`src/rtl/sbuf_pkg.sv`:
```
package sbuf_pkg;
    typedef enum logic [1:0] {
        HQ_IDLE = 2'd0,
        HQ_BUSY = 2'd1,
        HQ_DONE = 2'd2
    } hq_state_t;
endpackage

```
`src/rtl/sbuf_ptrs.sv`:
```
module sbuf_ptrs #(
    parameter int AW = 12
) (
    input  logic          clk,
    input  logic          rst_n,
    input  logic          fill_en,
    input  logic          drain_en,
    output logic [AW-1:0] wr_addr,
    output logic [AW-1:0] rd_addr,
    output logic [AW:0]   occ
);
    logic [AW:0] wr_cnt;
    logic [AW:0] rd_cnt;

    always_ff @(posedge clk) begin
        if (!rst_n) begin
            wr_cnt <= '0;
            rd_cnt <= '0;
        end else begin
            if (fill_en)  wr_cnt <= wr_cnt + 1'b1;
            if (drain_en) rd_cnt <= rd_cnt + 1'b1;
        end
    end

    assign wr_addr = wr_cnt[AW-1:0];
    assign rd_addr = rd_cnt[AW-1:0];
    assign occ     = wr_cnt - rd_cnt;
endmodule

```
`src/rtl/sbuf_arbiter.sv`:
```
module sbuf_arbiter #(
    parameter int AW = 12
) (
    input  logic        host_dir_wr,
    input  logic        host_active,
    input  logic        disk_dir_rd,
    input  logic        disk_go,
    input  logic [AW:0] occ,
    output logic        fill_en,
    output logic        drain_en,
    output logic        host_move,
    output logic        disk_move
);
    localparam logic [AW:0] CAP = (AW+1)'(1) << AW;

    logic can_fill;
    logic can_drain;

    assign can_fill  = (occ != CAP);
    assign can_drain = (occ != '0);

    always_comb begin
        if (host_dir_wr) begin
            fill_en   = host_active & can_fill;
            drain_en  = disk_go & ~disk_dir_rd & can_drain;
            host_move = fill_en;
            disk_move = drain_en;
        end else begin
            fill_en   = disk_go & disk_dir_rd & can_fill;
            drain_en  = host_active & can_drain;
            host_move = drain_en;
            disk_move = fill_en;
        end
    end
endmodule

```
`src/rtl/sbuf_hostreq.sv`:
```
module sbuf_hostreq
    import sbuf_pkg::*;
#(
    parameter int LEN_W = 16
) (
    input  logic             clk,
    input  logic             rst_n,
    input  logic             start,
    input  logic [LEN_W-1:0] bytes,
    input  logic             dma_en,
    input  logic             host_move,
    output logic             host_active,
    output logic             host_done
);
    hq_state_t        state_q, state_d;
    logic [LEN_W-1:0] remain_q, remain_d;
    logic [LEN_W-1:0] req_words;

    assign req_words = (bytes >> 1) + {{(LEN_W-1){1'b0}}, bytes[0]};

    always_ff @(posedge clk) begin
        if (!rst_n) begin
            state_q  <= HQ_IDLE;
            remain_q <= '0;
        end else begin
            state_q  <= state_d;
            remain_q <= remain_d;
        end
    end

    always_comb begin
        state_d  = state_q;
        remain_d = remain_q;
        unique case (state_q)
            HQ_IDLE: begin
                if (start) begin
                    remain_d = req_words;
                    state_d  = (req_words == '0) ? HQ_DONE : HQ_BUSY;
                end
            end
            HQ_BUSY: begin
                if (host_move) begin
                    remain_d = remain_q - 1'b1;
                    if (remain_q == {{(LEN_W-1){1'b0}}, 1'b1})
                        state_d = HQ_DONE;
                end
            end
            HQ_DONE: begin
                state_d = HQ_IDLE;
            end
            default: begin
                state_d = HQ_IDLE;
            end
        endcase
    end

    always_comb begin
        host_active = 1'b0;
        host_done   = 1'b0;
        unique case (state_q)
            HQ_IDLE: ;
            HQ_BUSY: host_active = dma_en;
            HQ_DONE: host_done   = 1'b1;
            default: ;
        endcase
    end
endmodule

```
`src/rtl/sbuf_status.sv`:
```
module sbuf_status #(
    parameter int AW      = 12,
    parameter int SECT_SH = 8,
    parameter int SECTORS = 16
) (
    input  logic              host_dir_wr,
    input  logic [AW:0]       occ,
    output logic [AW-SECT_SH:0] stat_sectors,
    output logic              stat_none,
    output logic              irq_empty,
    output logic              irq_data,
    output logic              irq_full
);
    localparam int          SW  = AW + 1 - SECT_SH;
    localparam logic [AW:0] CAP = (AW+1)'(1) << AW;

    logic [SW-1:0] count;

    assign count = occ[AW:SECT_SH];

    always_comb begin
        if (host_dir_wr) begin
            stat_sectors = SW'(SECTORS) - count;
            stat_none    = (count == '0);
        end else begin
            stat_sectors = count;
            stat_none    = 1'b0;
        end
    end

    assign irq_empty = (occ == '0);
    assign irq_data  = (occ != '0);
    assign irq_full  = (occ == CAP);
endmodule

```
`src/rtl/sbuf_top.sv`:
```
module sbuf_top #(
    parameter int SECT_BYTES = 512,
    parameter int SECTORS    = 16,
    parameter int LEN_W      = 16,
    localparam int SECT_WORDS = SECT_BYTES / 2,
    localparam int CAP_WORDS  = SECT_WORDS * SECTORS,
    localparam int AW         = $clog2(CAP_WORDS),
    localparam int SECT_SH    = $clog2(SECT_WORDS),
    localparam int SW         = AW + 1 - SECT_SH
) (
    input  logic             clk,
    input  logic             rst_n,
    input  logic             host_dir_wr,
    input  logic             host_dma_en,
    input  logic             host_req_start,
    input  logic [LEN_W-1:0] host_req_bytes,
    input  logic             disk_dir_rd,
    input  logic             disk_dma_en,
    input  logic             disk_ready,
    output logic             fill_en,
    output logic [AW-1:0]    fill_addr,
    output logic             drain_en,
    output logic [AW-1:0]    drain_addr,
    output logic             host_move,
    output logic             disk_move,
    output logic [SW-1:0]    stat_sectors,
    output logic             stat_none,
    output logic             irq_empty,
    output logic             irq_data,
    output logic             irq_full,
    output logic             host_done
);
    logic [AW:0] occ;
    logic        host_active;
    logic        disk_go;

    assign disk_go = disk_dma_en & disk_ready;

    sbuf_ptrs #(.AW(AW)) u_ptrs (
        .clk      (clk),
        .rst_n    (rst_n),
        .fill_en  (fill_en),
        .drain_en (drain_en),
        .wr_addr  (fill_addr),
        .rd_addr  (drain_addr),
        .occ      (occ)
    );

    sbuf_arbiter #(.AW(AW)) u_arb (
        .host_dir_wr (host_dir_wr),
        .host_active (host_active),
        .disk_dir_rd (disk_dir_rd),
        .disk_go     (disk_go),
        .occ         (occ),
        .fill_en     (fill_en),
        .drain_en    (drain_en),
        .host_move   (host_move),
        .disk_move   (disk_move)
    );

    sbuf_hostreq #(.LEN_W(LEN_W)) u_hreq (
        .clk         (clk),
        .rst_n       (rst_n),
        .start       (host_req_start),
        .bytes       (host_req_bytes),
        .dma_en      (host_dma_en),
        .host_move   (host_move),
        .host_active (host_active),
        .host_done   (host_done)
    );

    sbuf_status #(.AW(AW), .SECT_SH(SECT_SH), .SECTORS(SECTORS)) u_stat (
        .host_dir_wr  (host_dir_wr),
        .occ          (occ),
        .stat_sectors (stat_sectors),
        .stat_none    (stat_none),
        .irq_empty    (irq_empty),
        .irq_data     (irq_data),
        .irq_full     (irq_full)
    );
endmodule

```
`config.mk`:
```
export PLATFORM = sky130hd
export DESIGN_NAME = sbuf_top
export DESIGN_NICKNAME = d
export VERILOG_FILES = /design/src/rtl/sbuf_pkg.sv /design/src/rtl/sbuf_ptrs.sv /design/src/rtl/sbuf_arbiter.sv /design/src/rtl/sbuf_hostreq.sv /design/src/rtl/sbuf_status.sv /design/src/rtl/sbuf_top.sv
export SDC_FILE = /design/constraint.sdc
export NUM_CORES = 1
export LEC_CHECK = 0
export BUFFER_PORTS_ARGS = -buffer_cell sky130_fd_sc_hd__buf_2
export CORE_MARGIN = 4
export CORE_UTILIZATION = 45
export CTS_CLUSTER_SIZE = 30
export DETAILED_ROUTE_END_ITERATION = 16
export PLACE_DENSITY_LB_ADDON = 0.2
export SLEW_MARGIN = 20
export SYNTH_ARGS = -nofsm -noshare
export SYNTH_HDL_FRONTEND = slang
export SYNTH_SLANG_ARGS = --single-unit
```
`constraint.sdc`:
```
create_clock -name clk -period 4.8 [get_ports clk]
set_input_delay 0.96 -clock clk [delete_from_list [all_inputs] [get_ports clk]]
set_output_delay 0.96 -clock clk [all_outputs]
set_load 0.02 [all_outputs]
```
* Word-level counts from Yosys, hierarchy flattened
Cells that the tools add are included.
** Operators by class
- $add $sub $neg :: 6
- Eq/ne operators :: 8
- Muxes and demuxes :: 16
- Bitwise logic cells :: 8
- Reduce and logical (&&, ||, !) cells :: 8
** Operator list (count)
- 16-bit two-way mux :: 2
- 16-bit case mux with 2 select lines :: 1
- 13-bit by 1-bit adder with 13-bit output, second input constant :: 2
- 15-bit by 1-bit adder with 16-bit output :: 1
- 16-bit by 1-bit == test with 1-bit output, second input constant :: 1
- 16-bit logical NOT :: 1
- 16-bit by 1-bit subtractor with 16-bit output, second input constant :: 1
- 13-bit == test, second input constant :: 1
- 13-bit logical NOT :: 1
- 13-bit != test, second input constant :: 1
- 13-bit nonzero test :: 1
- 13-bit subtractor :: 1
- 2-bit two-way mux :: 4
- 1-bit AND :: 7
- 1-bit two-way mux :: 7
- 3-bit AND reduction :: 2
- 5-bit logical NOT :: 1
- 5-bit two-way mux :: 1
- 5-bit subtractor, first input constant :: 1
- 2-bit != test, second input constant :: 2
- 2-bit case mux with 2 select lines :: 1
- 2-bit by 1-bit == test with 1-bit output, second input constant :: 1
- 2-bit == test, second input constant :: 1
- 2-bit logical NOT :: 1
- 3 further kinds :: 3
** Word-level totals
- Bits in registers :: 44
- Input bits :: 24
- Output and inout port bits :: 38
- Logic and storage cells :: 50

* Longest topological paths before layout
- Depth in word-level cells :: 6
- Depth in mapped cells :: 18
- Mapped depth without buffers :: 17

* Hierarchy
From an unflattened synthesis, not the netlist that was laid out.
** Second synthesis, totals
- Cells, all modules :: 503
- Area total of the unflattened synthesis :: 3926.3 µm²
** By module, submodules not included
- sbuf_ptrs :: times used 1, cells an instance 245, area each 2038.2 µm², seq. area each 520.5 µm²
- sbuf_hostreq :: times used 1, cells an instance 218, area each 1594.0 µm², seq. area each 360.3 µm²
- sbuf_status :: times used 1, cells an instance 21, area each 162.7 µm², seq. area each 0.0 µm²
- sbuf_arbiter :: times used 1, cells an instance 18, area each 125.1 µm², seq. area each 0.0 µm²
- sbuf_top :: times used 1, cells an instance 1, area each 6.3 µm², seq. area each 0.0 µm²

* Worst setup path before layout
No wires, ideal clock.
- Path kind :: register -> output
- Start :: register u_ptrs.wr_cnt[0]
- End :: output disk_move
- Arrival time :: 3399 ps
- Required time :: 3840 ps
- Slack :: 441 ps
- Cell stages (with the launch flop) :: 17
- Path buffers :: 0
- Cell sequence :: dfxtp_1 > inv_1 > ha_1 > fa_1 > nand2b_1 > a21oi_1 > o21a_1 > o21ai_0 > a31o_2 > ha_1 > nand2_1 > nor2_1 > ha_1 > o2111ai_2 > nor2_1 > or2_2 > a21oi_1
** On the way
- Word-level cells in the longest chain between the ends :: 4
- Elaborated cells between the ends (all ways) :: 6
- Classes of those cells :: 1 x add/sub; 1 x eq/ne; 1 x mux; 2 x bitwise; 1 x reduce/logical
** Ends and longest elaborated chain
- start: declaration :: RTL line sbuf_ptrs.sv:12 : logic [AW:0] wr_cnt;
- start signal: assignment :: RTL line sbuf_ptrs.sv:20 : if (fill_en) wr_cnt <= wr_cnt + 1'b1;
- 13-bit subtractor (*) :: RTL line sbuf_ptrs.sv:27 : assign occ = wr_cnt - rd_cnt;
- 13-bit != test or 13-bit nonzero test (tied branches) :: RTL line sbuf_arbiter.sv:19, sbuf_arbiter.sv:20
- 1-bit AND (on tied branches) :: RTL line sbuf_arbiter.sv:29, sbuf_arbiter.sv:25
- 1-bit two-way mux (*) :: RTL line sbuf_arbiter.sv:23 : if (host_dir_wr) begin
- end: declaration :: RTL line sbuf_top.sv:25 : output logic disk_move,
Mark *: on every way between the ends. The rest lies on a longest branch, timed or not.

* Final worst setup path
- Start :: register u_ptrs.wr_cnt[0]
- End :: output host_move
** On the way
- Word-level cells in the longest chain between the ends :: 4
- Elaborated cells between the ends (all ways) :: 6
- Classes of those cells :: 1 x add/sub; 1 x eq/ne; 1 x mux; 2 x bitwise; 1 x reduce/logical
** Ends and longest elaborated chain
- 13-bit subtractor (*) :: RTL line sbuf_ptrs.sv:27
- 13-bit != test or 13-bit nonzero test (tied branches) :: RTL line sbuf_arbiter.sv:19, sbuf_arbiter.sv:20
- 1-bit AND (on tied branches) :: RTL line sbuf_arbiter.sv:24, sbuf_arbiter.sv:30
- 1-bit two-way mux (*) :: RTL line sbuf_arbiter.sv:23
- end: declaration :: RTL line sbuf_top.sv:24 : output logic host_move,
Marks and branches as above.

==> qor.txt <==
# setup viols final: 0
proportion of synthesized chip area in sequential cells: 23.0%
via count of the first global-routing pass: 3457
largest net degree at the start of global routing: 30
Fillers: 806
beginning of the worst register-to-register path: u_ptrs.wr_cnt[0]$_SDFFE_PN0P_
most frequent cells after synthesis: sky130_fd_sc_hd__dfxtp_1, sky130_fd_sc_hd__nand2_1, sky130_fd_sc_hd__nor2_1
standard cell with the maximum stage delay on the critical path: sky130_fd_sc_hd__dfxtp_2
Logic pwr share: 43.8%
number of sinks driven by the clock tree: 44
launching instance or port of the critical path: u_ptrs.wr_cnt[0]$_SDFFE_PN0P_
share of power burned in the clock network: 23.9%
Post-layout nets: 583
peak supply drop: 0.210 mV
kind of path behind the tightest hold check: flop to flop
clock latency reported for the late side of the worst-skew pair: 0.32 ns
share of post-route cells with drive strength above 1: 21.0%
placer's final routability congestion estimate: 0.905
most frequently used cell type in the post-synthesis netlist: sky130_fd_sc_hd__dfxtp_1
All-Layer GR Usage: 20.3%
upper clock frequency limit: 0.215 GHz
count of yosys warnings during synthesis: 0
IO buf count: 61
leading area contributor after synthesis: sky130_fd_sc_hd__dfxtp_1
Post-Synthesis Mean Instance Area: 7.58 µm²
ratio of total power to cell area: 303 mW/mm²
fraction of power consumed by sequential logic: 32.3%
Seq cells post-synth: 44
effective utilization at floorplan: 46.4%
crit path launch type: flop
Antenna Nets Post-Route: 0
Net Sw Power: 0.532 mW
critical path arrival: 3.69 ns
final period utilization: 96.8%
antenna cells: 0
number of vias per cell: 5.91
family with the most delay on the worst path: adder cells
DP Wirelength: 8040 µm
height of the die: 100 µm
clock buffer depth: 2
worst reg-to-reg setup slack: 0.86 ns
status: completed
H-tree lvl count: 2
Register Area: 882 µm²
drt pass-1 iters: 4
Net Sw Frac: 41.4%
Floorplan Core Area: 0.00826 mm²
capturing instance or port of the critical path: host_move
number of antenna violations at the first check in global routing: 0
clk slew on worst S/H paths: 0.10 ns
Area growth, synth to finish: 10.6%
final setup TNS: 0 ns
EDFF count, synth: 0
CP most frequent cell: sky130_fd_sc_hd__ha_1
Clock Skews: 0.0115 ns
global-route wire length before repair: 16600 µm
Horiz. Die Dim: 100 µm
share of Yosys cell area claimed by the top area cell type: 23.0%
Total Routed Length: 10400 µm
Final Critical Period: 4.65 ns
area of the multi-input gates: 0.00262 mm²
number of distinct library cell variants in the gate-level netlist after synthesis: 70
delay of the slowest critical-path stage: 0.36 ns
CTS tree: yes
share of the core filled with cells in the final layout: 51.3%
worst slew margin relative to its limit: 36.6%
internal portion of total power: 0.752 mW
cell chosen for the clock root: sky130_fd_sc_hd__clkbuf_8
CTS Buf Count: 5
Most used DFF post-synth: sky130_fd_sc_hd__dfxtp_1
routed length per placed instance: 16.2 µm
MaxCap Viol Count: 0
num ports: 62
Hold Vio Cnt, Final: 0
type of element capturing the critical path: output pin
CTS Hold Bufs: 0
post-synthesis instance area: 0.00383 mm²
biggest area contributors in the synthesized netlist: sky130_fd_sc_hd__dfxtp_1, sky130_fd_sc_hd__ha_1, sky130_fd_sc_hd__buf_4
cell chain of the critical path: inv_1 > ha_1 > fa_2 > nand2b_4 > a21oi_4 > o21a_1 > o21ai_0 > a31o_2 > ha_1 > nand2_1 > nor2_1 > ha_1 > mux2_2 > a31o_4 > inv_2 > buf_4
number of instances in the synthesized netlist: 505
number of vias after detailed routing: 3799
reg-to-reg endpoint: u_hreq.remain_q[14]$_SDFFE_PN0P_
depth of the worst register-to-register path: 16
number of DRC violations after detailed-routing iteration 0: 196
required arrival time at the worst endpoint: 3.84 ns
stages on the worst setup path: 16
Leakage Power: 1.75 nW
total number of placement rows: 33
actual transition at the worst max-transition pin: 0.950 ns
area enclosed by the die boundary: 0.0101 mm²
final max-slew violation count: 0
remaining routing DRC violations: 0
crit path buf inv count: 3
gr ovfl total: 0
synthesized net count: 551
kind of critical path: flop to output pin
share of synthesized flip-flops with an asynchronous set or reset: 0%
maximum fanout along the worst path: 5
## worst min path at each step
stage | cells after the start | startpoint | end | slack (ns)
after floorplan | 2 | u_hreq.remain_q[6]$_SDFFE_PN0P_ | u_hreq.remain_q[6]$_SDFFE_PN0P_ | 0.44
after global placement | 2 | u_hreq.remain_q[6]$_SDFFE_PN0P_ | u_hreq.remain_q[6]$_SDFFE_PN0P_ | 0.44
after detailed placement | 2 | u_hreq.remain_q[6]$_SDFFE_PN0P_ | u_hreq.remain_q[6]$_SDFFE_PN0P_ | 0.46
after CTS | 2 | u_hreq.remain_q[6]$_SDFFE_PN0P_ | u_hreq.remain_q[6]$_SDFFE_PN0P_ | 0.47
after global routing | 2 | u_hreq.remain_q[6]$_SDFFE_PN0P_ | u_hreq.remain_q[6]$_SDFFE_PN0P_ | 0.51
final | 2 | u_hreq.remain_q[6]$_SDFFE_PN0P_ | u_hreq.remain_q[6]$_SDFFE_PN0P_ | 0.47
## cells in the final DEF (no fill, tap or decap), types with 3 or more instances in the layout
master,count
sky130_fd_sc_hd__nand2b_1,6
sky130_fd_sc_hd__nor2b_1,5
sky130_fd_sc_hd__and4_1,3
sky130_fd_sc_hd__a21oi_1,29
sky130_fd_sc_hd__buf_4,7
sky130_fd_sc_hd__a31o_2,4
sky130_fd_sc_hd__a31oi_1,4
sky130_fd_sc_hd__o211ai_1,3
sky130_fd_sc_hd__nand3b_1,3
sky130_fd_sc_hd__dfxtp_1,43
sky130_fd_sc_hd__a32o_1,5
sky130_fd_sc_hd__nand3_1,25
sky130_fd_sc_hd__o21bai_2,3
sky130_fd_sc_hd__ha_1,20
sky130_fd_sc_hd__o21ai_0,35
sky130_fd_sc_hd__o21a_1,4
sky130_fd_sc_hd__nor3_1,16
sky130_fd_sc_hd__xnor2_1,15
sky130_fd_sc_hd__clkbuf_8,5
sky130_fd_sc_hd__o22ai_1,3
sky130_fd_sc_hd__a21o_2,3
sky130_fd_sc_hd__nor2_1,36
sky130_fd_sc_hd__a21o_1,7
sky130_fd_sc_hd__o2111ai_2,3
sky130_fd_sc_hd__buf_2,60
sky130_fd_sc_hd__o311ai_0,5
sky130_fd_sc_hd__a211oi_1,4
sky130_fd_sc_hd__o2111ai_1,3
sky130_fd_sc_hd__inv_1,34
sky130_fd_sc_hd__and3_1,8
sky130_fd_sc_hd__nand2_1,41
sky130_fd_sc_hd__nand4_1,13
sky130_fd_sc_hd__xor2_1,9
sky130_fd_sc_hd__nor4_1,8
sky130_fd_sc_hd__or3_1,12
## power groups by stage
stage | clock, mW | combinational, mW | sequential, mW
2_1_floorplan | 0 | 0.397 | 0.414
3_3_place_gp | 0 | 0.517 | 0.421
3_5_place_dp | 0 | 0.530 | 0.422
4_1_cts | 0.314 | 0.538 | 0.414
5_1_grt | 0.330 | 0.615 | 0.418
6_report | 0.307 | 0.562 | 0.414
## area by class of cell
class | instances | area share (%)
Multi-Input combinational cell | 383 | 61.8
Clock buffer | 5 | 1.62
Timing Repair Buffer | 67 | 8.33
Tap cell | 105 | 3.10
Sequential cell | 44 | 20.8
Inverter | 36 | 3.25
Clock inverter | 3 | 1.09
## flip-flops by register name (all words and copies together) (netlist names)
signal	cells
u_hreq.remain_q	16
u_ptrs.rd_cnt	13
u_hreq.state_q	2
u_ptrs.wr_cnt	13
## through the flow
stage                     hold slack, ns  instance area, µm²  instances  power [mW]  setup WS, ns
final                              0.471                4240        643        1.28         0.153
after global routing               0.509                4240        643        1.36       -0.0300
after CTS                          0.472                4160        642        1.27        0.0171
after detailed placement           0.458                4030        632       0.952        0.0894
after global placement             0.445                4030        632       0.938         0.294
after floorplan                    0.436                3830        505       0.812         0.441
## what timing repair did
item	in CTS	in global routing
pin swaps	1	3
resized for setup	3	12
endpoints found under the setup margin	2	5
setup buffers	2	1
endpoints found under the hold margin	0	0
## tightest hold or removal path, stage by stage (launching register included)
cell and delay, ns:
sky130_fd_sc_hd__dfxtp_1 0.33, sky130_fd_sc_hd__nand2_1 0.06, sky130_fd_sc_hd__o21ai_1 0.05
## metal layers
metal,wire [µm],GRT usage [%]
met5,0,0
met4,227,7.25
met3,660,2.85
met2,5260,36.5
met1,4290,24.5
## cell families after synthesis
kind of cell | count (synthesis) | synth area share [%]
buf+inv | 78 | 10.4
fa+ha+maj | 22 | 7.38
flops | 44 | 23.0
xor+xnor | 25 | 5.72
compound gates | 144 | 27.4
simple gates | 189 | 25.3
mux | 3 | 0.817
(Power assumes the default switching activity.)
